<file path="config.mk">
export PLATFORM = sky130hd
export DESIGN_NAME = pam4_tx_fir
export DESIGN_NICKNAME = d
export VERILOG_FILES = /design/src/rtl/pam4_tx_pkg.sv /design/src/rtl/pam4_gray_mapper.sv /design/src/rtl/pam4_coef_bank.sv /design/src/rtl/pam4_fir3.sv /design/src/rtl/pam4_tx_fir.sv
export SDC_FILE = /design/constraint.sdc
export NUM_CORES = 1
export LEC_CHECK = 0
export BUFFER_PORTS_ARGS = -buffer_cell sky130_fd_sc_hd__buf_2
export CAP_MARGIN = 40
export CORE_AREA = 5 5 151 139
export CTS_BUF_LIST = sky130_fd_sc_hd__clkbuf_2 sky130_fd_sc_hd__clkbuf_4 sky130_fd_sc_hd__clkbuf_8
export DETAILED_ROUTE_END_ITERATION = 7
export DIE_AREA = 0 0 156 144
export PLACE_DENSITY = 0.73
export SLEW_MARGIN = 25
export SYNTH_ARGS = -nofsm -noshare
export SYNTH_HDL_FRONTEND = slang
export SYNTH_SLANG_ARGS = --single-unit
</file>
<file path="constraint.sdc">
create_clock -name clk -period 7.1 [get_ports clk]
set_input_delay 1.065 -clock clk [delete_from_list [all_inputs] [get_ports clk]]
set_output_delay 1.065 -clock clk [all_outputs]
set_load 0.1 [all_outputs]
</file>
<file path="src/rtl/pam4_tx_pkg.sv">
`timescale 1ns/1ps
package pam4_tx_pkg;

  localparam int LVL_W = 3;
  typedef logic signed [LVL_W-1:0] level_t;

  // Gray table: adjacent levels differ in one bit
  function automatic level_t gray_to_level(input logic msb, input logic lsb);
    level_t lv;
    unique case ({msb, lsb})
      2'b00:   lv = level_t'(-3);
      2'b01:   lv = level_t'(-1);
      2'b11:   lv = level_t'(1);
      default: lv = level_t'(3);
    endcase
    return lv;
  endfunction

endpackage

</file>
<file path="src/rtl/pam4_gray_mapper.sv">
`timescale 1ns/1ps
module pam4_gray_mapper
  import pam4_tx_pkg::*;
(
  input  logic [1:0] pair,
  input  logic       two_level,
  output level_t     level
);

  logic lsb_eff;

  assign lsb_eff = pair[0] & ~two_level;
  assign level   = gray_to_level(pair[1], lsb_eff);

endmodule

</file>
<file path="src/rtl/pam4_coef_bank.sv">
`timescale 1ns/1ps
module pam4_coef_bank #(
  parameter int COEF_W = 10,
  parameter int FRAC_W = 8
) (
  input  logic                     clk,
  input  logic                     rst_n,
  input  logic                     accept,
  input  logic                     load,
  input  logic signed [COEF_W-1:0] in_pre,
  input  logic signed [COEF_W-1:0] in_main,
  input  logic signed [COEF_W-1:0] in_post,
  output logic signed [COEF_W-1:0] use_pre,
  output logic signed [COEF_W-1:0] use_main,
  output logic signed [COEF_W-1:0] use_post,
  output logic                     cfg_err
);

  localparam int SUM_W = COEF_W + 2;
  localparam int UNITY = 1 << FRAC_W;

  logic signed [COEF_W-1:0] pend_pre, pend_main, pend_post;
  logic signed [COEF_W-1:0] act_pre, act_main, act_post;
  logic                     pend_f;

  function automatic logic coef_ok(input logic signed [COEF_W-1:0] p,
                                   input logic signed [COEF_W-1:0] m,
                                   input logic signed [COEF_W-1:0] q);
    logic signed [SUM_W-1:0] total, margin;
    total  = SUM_W'(p) + SUM_W'(m) + SUM_W'(q);
    margin = SUM_W'(m) - SUM_W'(p) - SUM_W'(q);
    return (total == SUM_W'(UNITY)) && (margin > SUM_W'(0));
  endfunction

  // a pending set wins at the next acceptance
  assign use_pre  = pend_f ? pend_pre  : act_pre;
  assign use_main = pend_f ? pend_main : act_main;
  assign use_post = pend_f ? pend_post : act_post;
  assign cfg_err  = ~coef_ok(act_pre, act_main, act_post);

  always_ff @(posedge clk) begin
    if (!rst_n) begin
      act_pre   <= '0;
      act_main  <= COEF_W'(UNITY);
      act_post  <= '0;
      pend_pre  <= '0;
      pend_main <= COEF_W'(UNITY);
      pend_post <= '0;
      pend_f    <= 1'b0;
    end else begin
      if (accept) begin
        act_pre  <= use_pre;
        act_main <= use_main;
        act_post <= use_post;
        pend_f   <= 1'b0;
      end
      if (load) begin
        pend_pre  <= in_pre;
        pend_main <= in_main;
        pend_post <= in_post;
        pend_f    <= 1'b1;
      end
    end
  end

  // the active set moves only on an acceptance
  a_r7_active_hold: assert property (@(posedge clk) disable iff (!rst_n)
    !accept |=> ($stable(act_pre) && $stable(act_main) && $stable(act_post)));

  // a set loaded earlier is the one applied at the acceptance
  a_r7_pending_applied: assert property (@(posedge clk) disable iff (!rst_n)
    (accept && pend_f) |=> (act_main == $past(pend_main) && act_pre == $past(pend_pre)));

  // the flag can only change after an acceptance
  a_r8_err_moves_on_accept: assert property (@(posedge clk) disable iff (!rst_n)
    !accept |=> $stable(cfg_err));

endmodule

</file>
<file path="src/rtl/pam4_fir3.sv">
`timescale 1ns/1ps
module pam4_fir3
  import pam4_tx_pkg::*;
#(
  parameter int COEF_W = 10,
  parameter int OUT_W  = COEF_W + LVL_W + 2
) (
  input  logic                     clk,
  input  logic                     rst_n,
  input  logic                     accept,
  input  level_t                   nxt_level,
  input  logic signed [COEF_W-1:0] c_pre,
  input  logic signed [COEF_W-1:0] c_main,
  input  logic signed [COEF_W-1:0] c_post,
  output logic                     out_valid,
  output logic signed [OUT_W-1:0]  out_word
);

  level_t cur_level, prv_level;
  logic signed [OUT_W-1:0] tap_sum;

  // side taps subtract: main*cur - pre*next - post*prev
  function automatic logic signed [OUT_W-1:0] shape(
      input logic signed [COEF_W-1:0] cp, input logic signed [COEF_W-1:0] cm,
      input logic signed [COEF_W-1:0] cq,
      input level_t nx, input level_t cu, input level_t pv);
    logic signed [OUT_W-1:0] w_main, w_pre, w_post;
    w_main = OUT_W'(cm) * OUT_W'(cu);
    w_pre  = OUT_W'(cp) * OUT_W'(nx);
    w_post = OUT_W'(cq) * OUT_W'(pv);
    return w_main - w_pre - w_post;
  endfunction

  assign tap_sum = shape(c_pre, c_main, c_post, nxt_level, cur_level, prv_level);

  always_ff @(posedge clk) begin
    if (!rst_n) begin
      cur_level <= '0;
      prv_level <= '0;
      out_valid <= 1'b0;
      out_word  <= '0;
    end else begin
      out_valid <= accept;
      if (accept) begin
        out_word  <= tap_sum;
        prv_level <= cur_level;
        cur_level <= nxt_level;
      end
    end
  end

  // every acceptance yields a word one cycle later
  a_r4_valid_follows: assert property (@(posedge clk) disable iff (!rst_n)
    accept |=> out_valid);

  // a stalled cycle produces no word and keeps the last one
  a_r5_no_valid_on_stall: assert property (@(posedge clk) disable iff (!rst_n)
    !accept |=> !out_valid);
  a_r5_word_held: assert property (@(posedge clk) disable iff (!rst_n)
    !accept |=> ($stable(out_word) && $stable(cur_level) && $stable(prv_level)));

  // the newest symbol becomes the centre symbol
  a_r4_line_shift: assert property (@(posedge clk) disable iff (!rst_n)
    accept |=> (cur_level == $past(nxt_level) && prv_level == $past(cur_level)));

endmodule

</file>
<file path="src/rtl/pam4_tx_fir.sv">
`timescale 1ns/1ps
module pam4_tx_fir
  import pam4_tx_pkg::*;
#(
  parameter int COEF_W = 10,
  parameter int FRAC_W = 8,
  parameter int OUT_W  = COEF_W + LVL_W + 2
) (
  input  logic                     clk,
  input  logic                     rst_n,
  input  logic                     in_valid,
  input  logic [1:0]               in_bits,
  input  logic                     two_level,
  input  logic                     coef_load,
  input  logic signed [COEF_W-1:0] coef_pre,
  input  logic signed [COEF_W-1:0] coef_main,
  input  logic signed [COEF_W-1:0] coef_post,
  output logic                     out_valid,
  output logic signed [OUT_W-1:0]  out_word,
  output logic                     cfg_err
);

  level_t                   sym_level;
  logic signed [COEF_W-1:0] eff_pre, eff_main, eff_post;

  pam4_gray_mapper u_map (
    .pair      (in_bits),
    .two_level (two_level),
    .level     (sym_level)
  );

  pam4_coef_bank #(.COEF_W(COEF_W), .FRAC_W(FRAC_W)) u_coef (
    .clk      (clk),
    .rst_n    (rst_n),
    .accept   (in_valid),
    .load     (coef_load),
    .in_pre   (coef_pre),
    .in_main  (coef_main),
    .in_post  (coef_post),
    .use_pre  (eff_pre),
    .use_main (eff_main),
    .use_post (eff_post),
    .cfg_err  (cfg_err)
  );

  pam4_fir3 #(.COEF_W(COEF_W), .OUT_W(OUT_W)) u_fir (
    .clk       (clk),
    .rst_n     (rst_n),
    .accept    (in_valid),
    .nxt_level (sym_level),
    .c_pre     (eff_pre),
    .c_main    (eff_main),
    .c_post    (eff_post),
    .out_valid (out_valid),
    .out_word  (out_word)
  );

  // the mapper yields only the four odd levels
  a_r1_odd_level: assert property (@(posedge clk) disable iff (!rst_n)
    in_valid |-> (sym_level == 3 || sym_level == 1 || sym_level == -1 || sym_level == -3));

  // two-level mode reaches the filter with outer levels only
  a_r2_outer_only: assert property (@(posedge clk) disable iff (!rst_n)
    (in_valid && two_level) |-> (sym_level == 3 || sym_level == -3));

endmodule

</file>
## Word level (Yosys, flattened, before mapping)

Index checks and enable logic that the tools add are counted.

| storage, ports and cells | value |
|---|---|
| bits in latches | 0 |
| bits in registers | 83 |
| RAM bits | 0 |
| memories kept | 0 |
| output and inout bits | 17 |
| word-level logic and storage cells | 36 |
| bits of input ports | 37 |
| bits in read-only memories | 0 |

| operators by class | value |
|---|---|
| magnitude comparators | 1 |
| reduce and logical (&&, ||, !) cells | 3 |
| multiplexer cells | 6 |
| div/mod/pow operators | 0 |
| add/subtract/negate cells | 6 |
| shift operators | 0 |
| multiply operators | 3 |
| equal/unequal tests | 3 |
| bitwise gates (word level) | 3 |

Operator list:

| operator | number |
|---|---|
| 10-bit by 3-bit multiplier with 13-bit output | 3 |
| 10-bit two-way mux | 3 |
| 15-bit subtractor | 2 |
| 11-bit by 10-bit adder with 12-bit output | 1 |
| 12-bit by 10-bit == test with 1-bit output (second input constant) | 1 |
| 12-bit by 1-bit > comparator with 1-bit output (second input constant) | 1 |
| 11-bit by 10-bit subtractor with 12-bit output | 1 |
| 10-bit by 10-bit adder with 11-bit output | 1 |
| 10-bit by 10-bit subtractor with 11-bit output | 1 |
| 3-bit case mux with 3 select lines | 1 |
| 2-bit by 1-bit == test with 1-bit output (second input constant) | 1 |
| 2-bit == test (second input constant) | 1 |
| 2-bit logical NOT | 1 |
| 1-bit two-way mux | 2 |
| 1-bit NOT | 2 |
| 2-bit nonzero test | 1 |
| 1-bit bitwise AND | 1 |
| 1-bit logical AND | 1 |

## Logic depth before layout (Yosys ltp)

| depth | value |
|---|---|
| word-level depth | 7 |
| mapped depth | 26 |
| mapped depth without buffers | 24 |

## By module

A second synthesis with hierarchy kept.

| second synthesis, totals | value |
|---|---|
| cells, all modules | 923 |
| area, all modules | 8520.7 um^2 |

Modules (own cells, without submodules):

| module | instances | cells an instance | area an instance (um^2) | seq. area each (um^2) |
|---|---|---|---|---|
| pam4_fir3 | 1 | 494 | 4471.8 | 440.4 |
| pam4_coef_bank | 1 | 423 | 3996.3 | 1221.2 |
| pam4_gray_mapper | 1 | 6 | 52.6 | 0.0 |

## Worst setup path before layout

Ideal clock, no wire load.

| timing path | value |
|---|---|
| path type | input port to flip-flop |
| from | input port two_level |
| to | register u_fir.out_word[13] |
| setup time | 0.128 ns |
| buffers on the path | 0 |
| required time | 6.972 ns |
| arrival time | 5.672 ns |
| cell stages on the path | 23 |
| path slack | 1.300 ns |
| path through | nand2b_1 -> ha_1 -> nor2_1 -> nor2b_1 -> fa_1 -> ha_1 -> ha_1 -> a21oi_1 -> o21bai_1 -> a21oi_1 -> nor2_1 -> o21a_1 -> nor2_1 -> xnor2_1 -> fa_1 -> inv_1 -> ha_1 -> and3_1 -> a21oi_1 -> nand2_1 -> a221o_1 -> nand4b_1 -> o211ai_1 |

| between the ends | value |
|---|---|
| cells in the longest elaborated chain, start to end | 7 |
| elaborated cells on any way between the ends | 9 |
| classes of those cells | 2 x add/sub; 1 x mul; 2 x eq/ne; 1 x mux; 2 x bitwise; 1 x reduce/logical |

Ends and longest elaborated chain:

| what | line | source |
|---|---|---|
| start, declared | pam4_tx_fir.sv:13 | `input logic two_level,` |
| 1-bit NOT (*) | pam4_gray_mapper.sv:12 | `assign lsb_eff = pair[0] & ~two_level;` |
| 1-bit bitwise AND (*) | pam4_gray_mapper.sv:12 |  |
| 2-bit == test, or another cell as far along | pam4_tx_pkg.sv:10 | `unique case ({msb, lsb})` |
| 3-bit case mux with 3 select lines (*) | pam4_tx_pkg.sv:10 |  |
| 10-bit by 3-bit multiplier with 13-bit output (*) | pam4_fir3.sv:29 | `w_pre = OUT_W'(cp) * OUT_W'(nx);` |
| 15-bit subtractor (*) (2 in series) | pam4_fir3.sv:31 | `return w_main - w_pre - w_post;` |
| end signal, assigned | pam4_fir3.sv:45 | `out_word <= tap_sum;` |
| end, declared | pam4_fir3.sv:16 | `output logic signed [OUT_W-1:0] out_word` |

Mark *: on every way between the ends. The rest lies on a longest branch, timed or not.
A chain may end at the register's enable or synchronous reset.

## Worst setup path in the final report

Ends and elaborated chain as after synthesis.

==> summary.txt <==
Timing
  • Clk_skew: approximately 0.011 ns
  • Post-route setup slack: between 1 and 1.5 ns
  • Fmax: ~170 MHz
  • Tmin final: approximately 5.9 ns
  • Part of the cycle the worst path needs: 0.829
  • RSZ-0062 raised after global routing: false
  • Slew margin rel.: 0.491
  • Final setup viols: 0
  • Worst Tran Pin Value: 0.764 ns
  • Setup TNS Final: 0 ns
  • Final hold violation count: 0
  • Slew Limit Fails: 0

Critical path
  • Critical Path RT: 7.36 ns
  • Crit path max fanout: 7
  • Slowest CP cell: fa_1
  • WP buf/inv: 3
  • CP peak stage delay: 0.55 ns
  • CP delay by family, top: adder cells
  • Setup crit start kind: primary input
  • Most used cell along the critical path: ha_1
  • Crit path cell chain: buf_2 > nand2b_1 > ha_1 > nor2_1 > buf_4 > nor2b_1 > fa_1 > ha_1 > ha_1 > a21oi_1 > o21bai_1 > a21oi_1 > o21ai_0 > a31o_2 > a21oi_1 > xnor2_1 > fa_1 > inv_1 > ha_1 > and3_1 > a221o_1 > nand4b_1 > o211ai_1
  • Crit path capture type: register
  • Critical path type: primary input to register
  • CP arrival: roughly 6.2 ns

Detailed routing
  • DR vias: about 6500
  • Detailed Route Iter0 Violations: roughly 370
  • Vias per cell: between 5 and 6
  • DR WL/cell: ~15 µm
  • Post-DRT Antenna Nets: 0
  • Drt pass-1 iters: 6
  • DRC errors left: 0
  • Final wirelength: around 18000 µm

Synth
  • Top cell type's share of synthesized area: 0.196
  • Top_reg_cell synth: dfxtp_1
  • Synth warn: 0
  • Number of synthesized flops with an enable pin: 0
  • Post-synthesis sequential area ratio: 0.196
  • Area contributors post-synth: dfxtp_1 20%, fa_1 16%, ha_1 15%, mux2i_1 7.2%, inv_1 5.3%
  • FF+latch count, synth: 83
  • Yosys cell types: 57
  • Post-Syn Instances: between 900 and 1000
  • Mapped Area: 8480 µm²
  • Synth area leader: dfxtp_1
  • Syn nets: roughly 1200
  • Ys async rst share: 0
  • Syn avg cell area: between 8 and 9 µm²

Clock network
  • Worst-Skew Late Latency: 0.38 ns
  • CTS Buffer Depth: 2
  • CTS Root Cell: clkbuf_8
  • CTS tree: built
  • Clock slew at reported path FFs: 0.08 ns
  • Total CTS buffers: 9
  • Post-CTS Setup Inserts: 0
  • H-Tree Level Count: 3
  • CTS sink cnt: a little over 80
  • # hold bufs at CTS: 0
  • PostCTS Resize Cnt: 0

Floorplan
  • Die Ht: 144 µm
  • Die area: 22500 µm²
  • CORE AREA: approximately 19000 µm²
  • Row Count: 49
  • Starting Density: 0.436
  • I/O pin count: 54
  • Die width: 156 µm

Cells and area
  • Share of cells above drive strength 1: 0.0973
  • ANT cells: 0
  • Layout Nets: about 1200
  • Final core occ: 0.473
  • Fillers: approximately 1800
  • Area growth from synthesis to layout: 8.47%
  • Most frequent cells in the layout: 120 x inv_1, 99 x ha_1, 97 x nand2_1, 83 x dfxtp_1, 69 x nor2b_1
  • Multi-input gate area: between 6000 and 7000 µm²
  • Most common cell after layout, fill and taps aside: inv_1
  • Reg area: roughly 1700 µm²

Place
  • Routability cong.: 0.907
  • Hpwl dp: about 15000 µm
  • Port Buffers: 53
  • Dpl ws: just over 0.8 ns

Global routing
  • GR peak layer: met2
  • Largest net degree at the start of global routing: 88
  • First-pass GRT wire length: 30200 µm
  • Total gr overflow: 0
  • Vias in the first global route: 6240
  • Initial antenna violation count: 0
  • M2 GR Usage: 0.258
  • GR Util met3: 0.0290
  • Met1 usage: 0.243
  • Total Routing Usage GR: 0.167

Power
  • Switch share: 0.452
  • Pwr dens: approximately 210 nW/µm²
  • Pint: ~1.1 mW
  • Leak: about 4.4 nW
  • Net Sw Power: around 0.89 mW
  • Peak VDD IR: between 0.1 and 0.15 mV
  • Flop pwr share: 0.278
  • Power share of the combinational group: 0.537
  • Clock share of power: 0.186

Run
  • Max-Cap Viols: 0

Run status
  • Run status: complete, no violations

Hold path
  • Min-delay worst type: register to register
[tightest hold or removal path, stage by stage (launching register included)]
cell and delay (ns):
dfxtp_1 0.31, nand2_1 0.05, o2bb2ai_1 0.06
[state kept, by name, indices dropped and copies added, names as in the netlist]
signal / count
u_coef.act_main: 10
u_coef.act_post: 10
u_coef.act_pre: 10
u_coef.pend_f: 1
u_coef.pend_main: 10
u_coef.pend_post: 10
u_coef.pend_pre: 10
u_fir.cur_level: 3
u_fir.out_valid: 1
u_fir.out_word: 15
u_fir.prv_level: 3
[layout make-up]
type / instances / share of cell area
Clock inverter: 6 / 0.00789
Inverter: 120 / 0.0490
Sequential cell: 83 / 0.181
Tap cell: 255 / 0.0347
Multi-Input combinational cell: 727 / 0.676
Clock buffer: 10 / 0.0143
Timing Repair Buffer: 61 / 0.0371
[metrics by stage]
stage	hold slack, ns	instances	area, µm²	power, mW
2_1_floorplan	0.450	966	8480	1.42
3_3_place_gp	0.450	1244	8960	1.59
3_5_place_dp	0.453	1245	8980	1.60
4_1_cts	0.464	1261	9190	1.97
5_1_grt	0.509	1262	9200	2.11
6_report	0.462	1262	9200	1.96
[final timing paths]
path	start	slack (ns)	endpoint	depth (start not counted)
setup / recovery	two_level	1.21	u_fir.out_word[13]$_SDFFE_PN0P_	23
setup reg to reg	u_coef.pend_f$_SDFFE_PN0P_	1.46	u_fir.out_word[13]$_SDFFE_PN0P_	24
hold reg to reg	u_fir.out_word[9]$_SDFFE_PN0P_	0.46	u_fir.out_word[9]$_SDFFE_PN0P_	2
hold / removal	u_fir.out_word[9]$_SDFFE_PN0P_	0.46	u_fir.out_word[9]$_SDFFE_PN0P_	2
[power groups by stage]
| stage | clock [mW] | sequential (mW) | combinational [mW] |
|---|---|---|---|
| finish | 0.364 | 0.544 | 1.05 |
| global route | 0.387 | 0.551 | 1.17 |
| CTS | 0.372 | 0.544 | 1.06 |
| detailed placement | 0 | 0.554 | 1.05 |
| global placement | 0 | 0.554 | 1.04 |
| floorplan | 0 | 0.736 | 0.682 |
[synth_stat cells, types with 6 or more instances]
cell type / number
ha_1: 99
xor2_1: 17
nand2b_1: 21
o21ai_0: 29
nand3_1: 7
nand2_1: 97
or2_2: 7
o21a_1: 7
nor2_1: 38
fa_1: 66
a211oi_1: 9
mux2i_1: 61
clkbuf_1: 28
a21oi_1: 39
a21o_1: 11
inv_1: 120
xnor2_1: 29
and2_1: 13
o211a_1: 6
nor2b_1: 69
mux2_2: 7
nor3_1: 11
dfxtp_1: 83
a21boi_0: 26
[logic make-up (layout without fill, tap and decap cells)]
group / after synthesis / after routing / share of synthesized area
buffers and inverters: 156 / 197 / 0.0704
adder cells (fa/ha/maj): 165 / 165 / 0.302
AND/OR/NAND/NOR: 282 / 282 / 0.168
multiplexers: 68 / 68 / 0.0813
XOR/XNOR: 46 / 46 / 0.0475
flip-flops: 83 / 83 / 0.196
AO/OA/AOI/OAI: 166 / 166 / 0.136
[routing by layer]
layer | up-vias | routed length [µm]
met1 | 3114 | 9260
met2 | 128 | 7910
li1 | 3277 | -
met4 | 0 | 254
met5 | - | 0
met3 | 19 | 935
No activity file was read; power rests on OpenSTA's default activity.
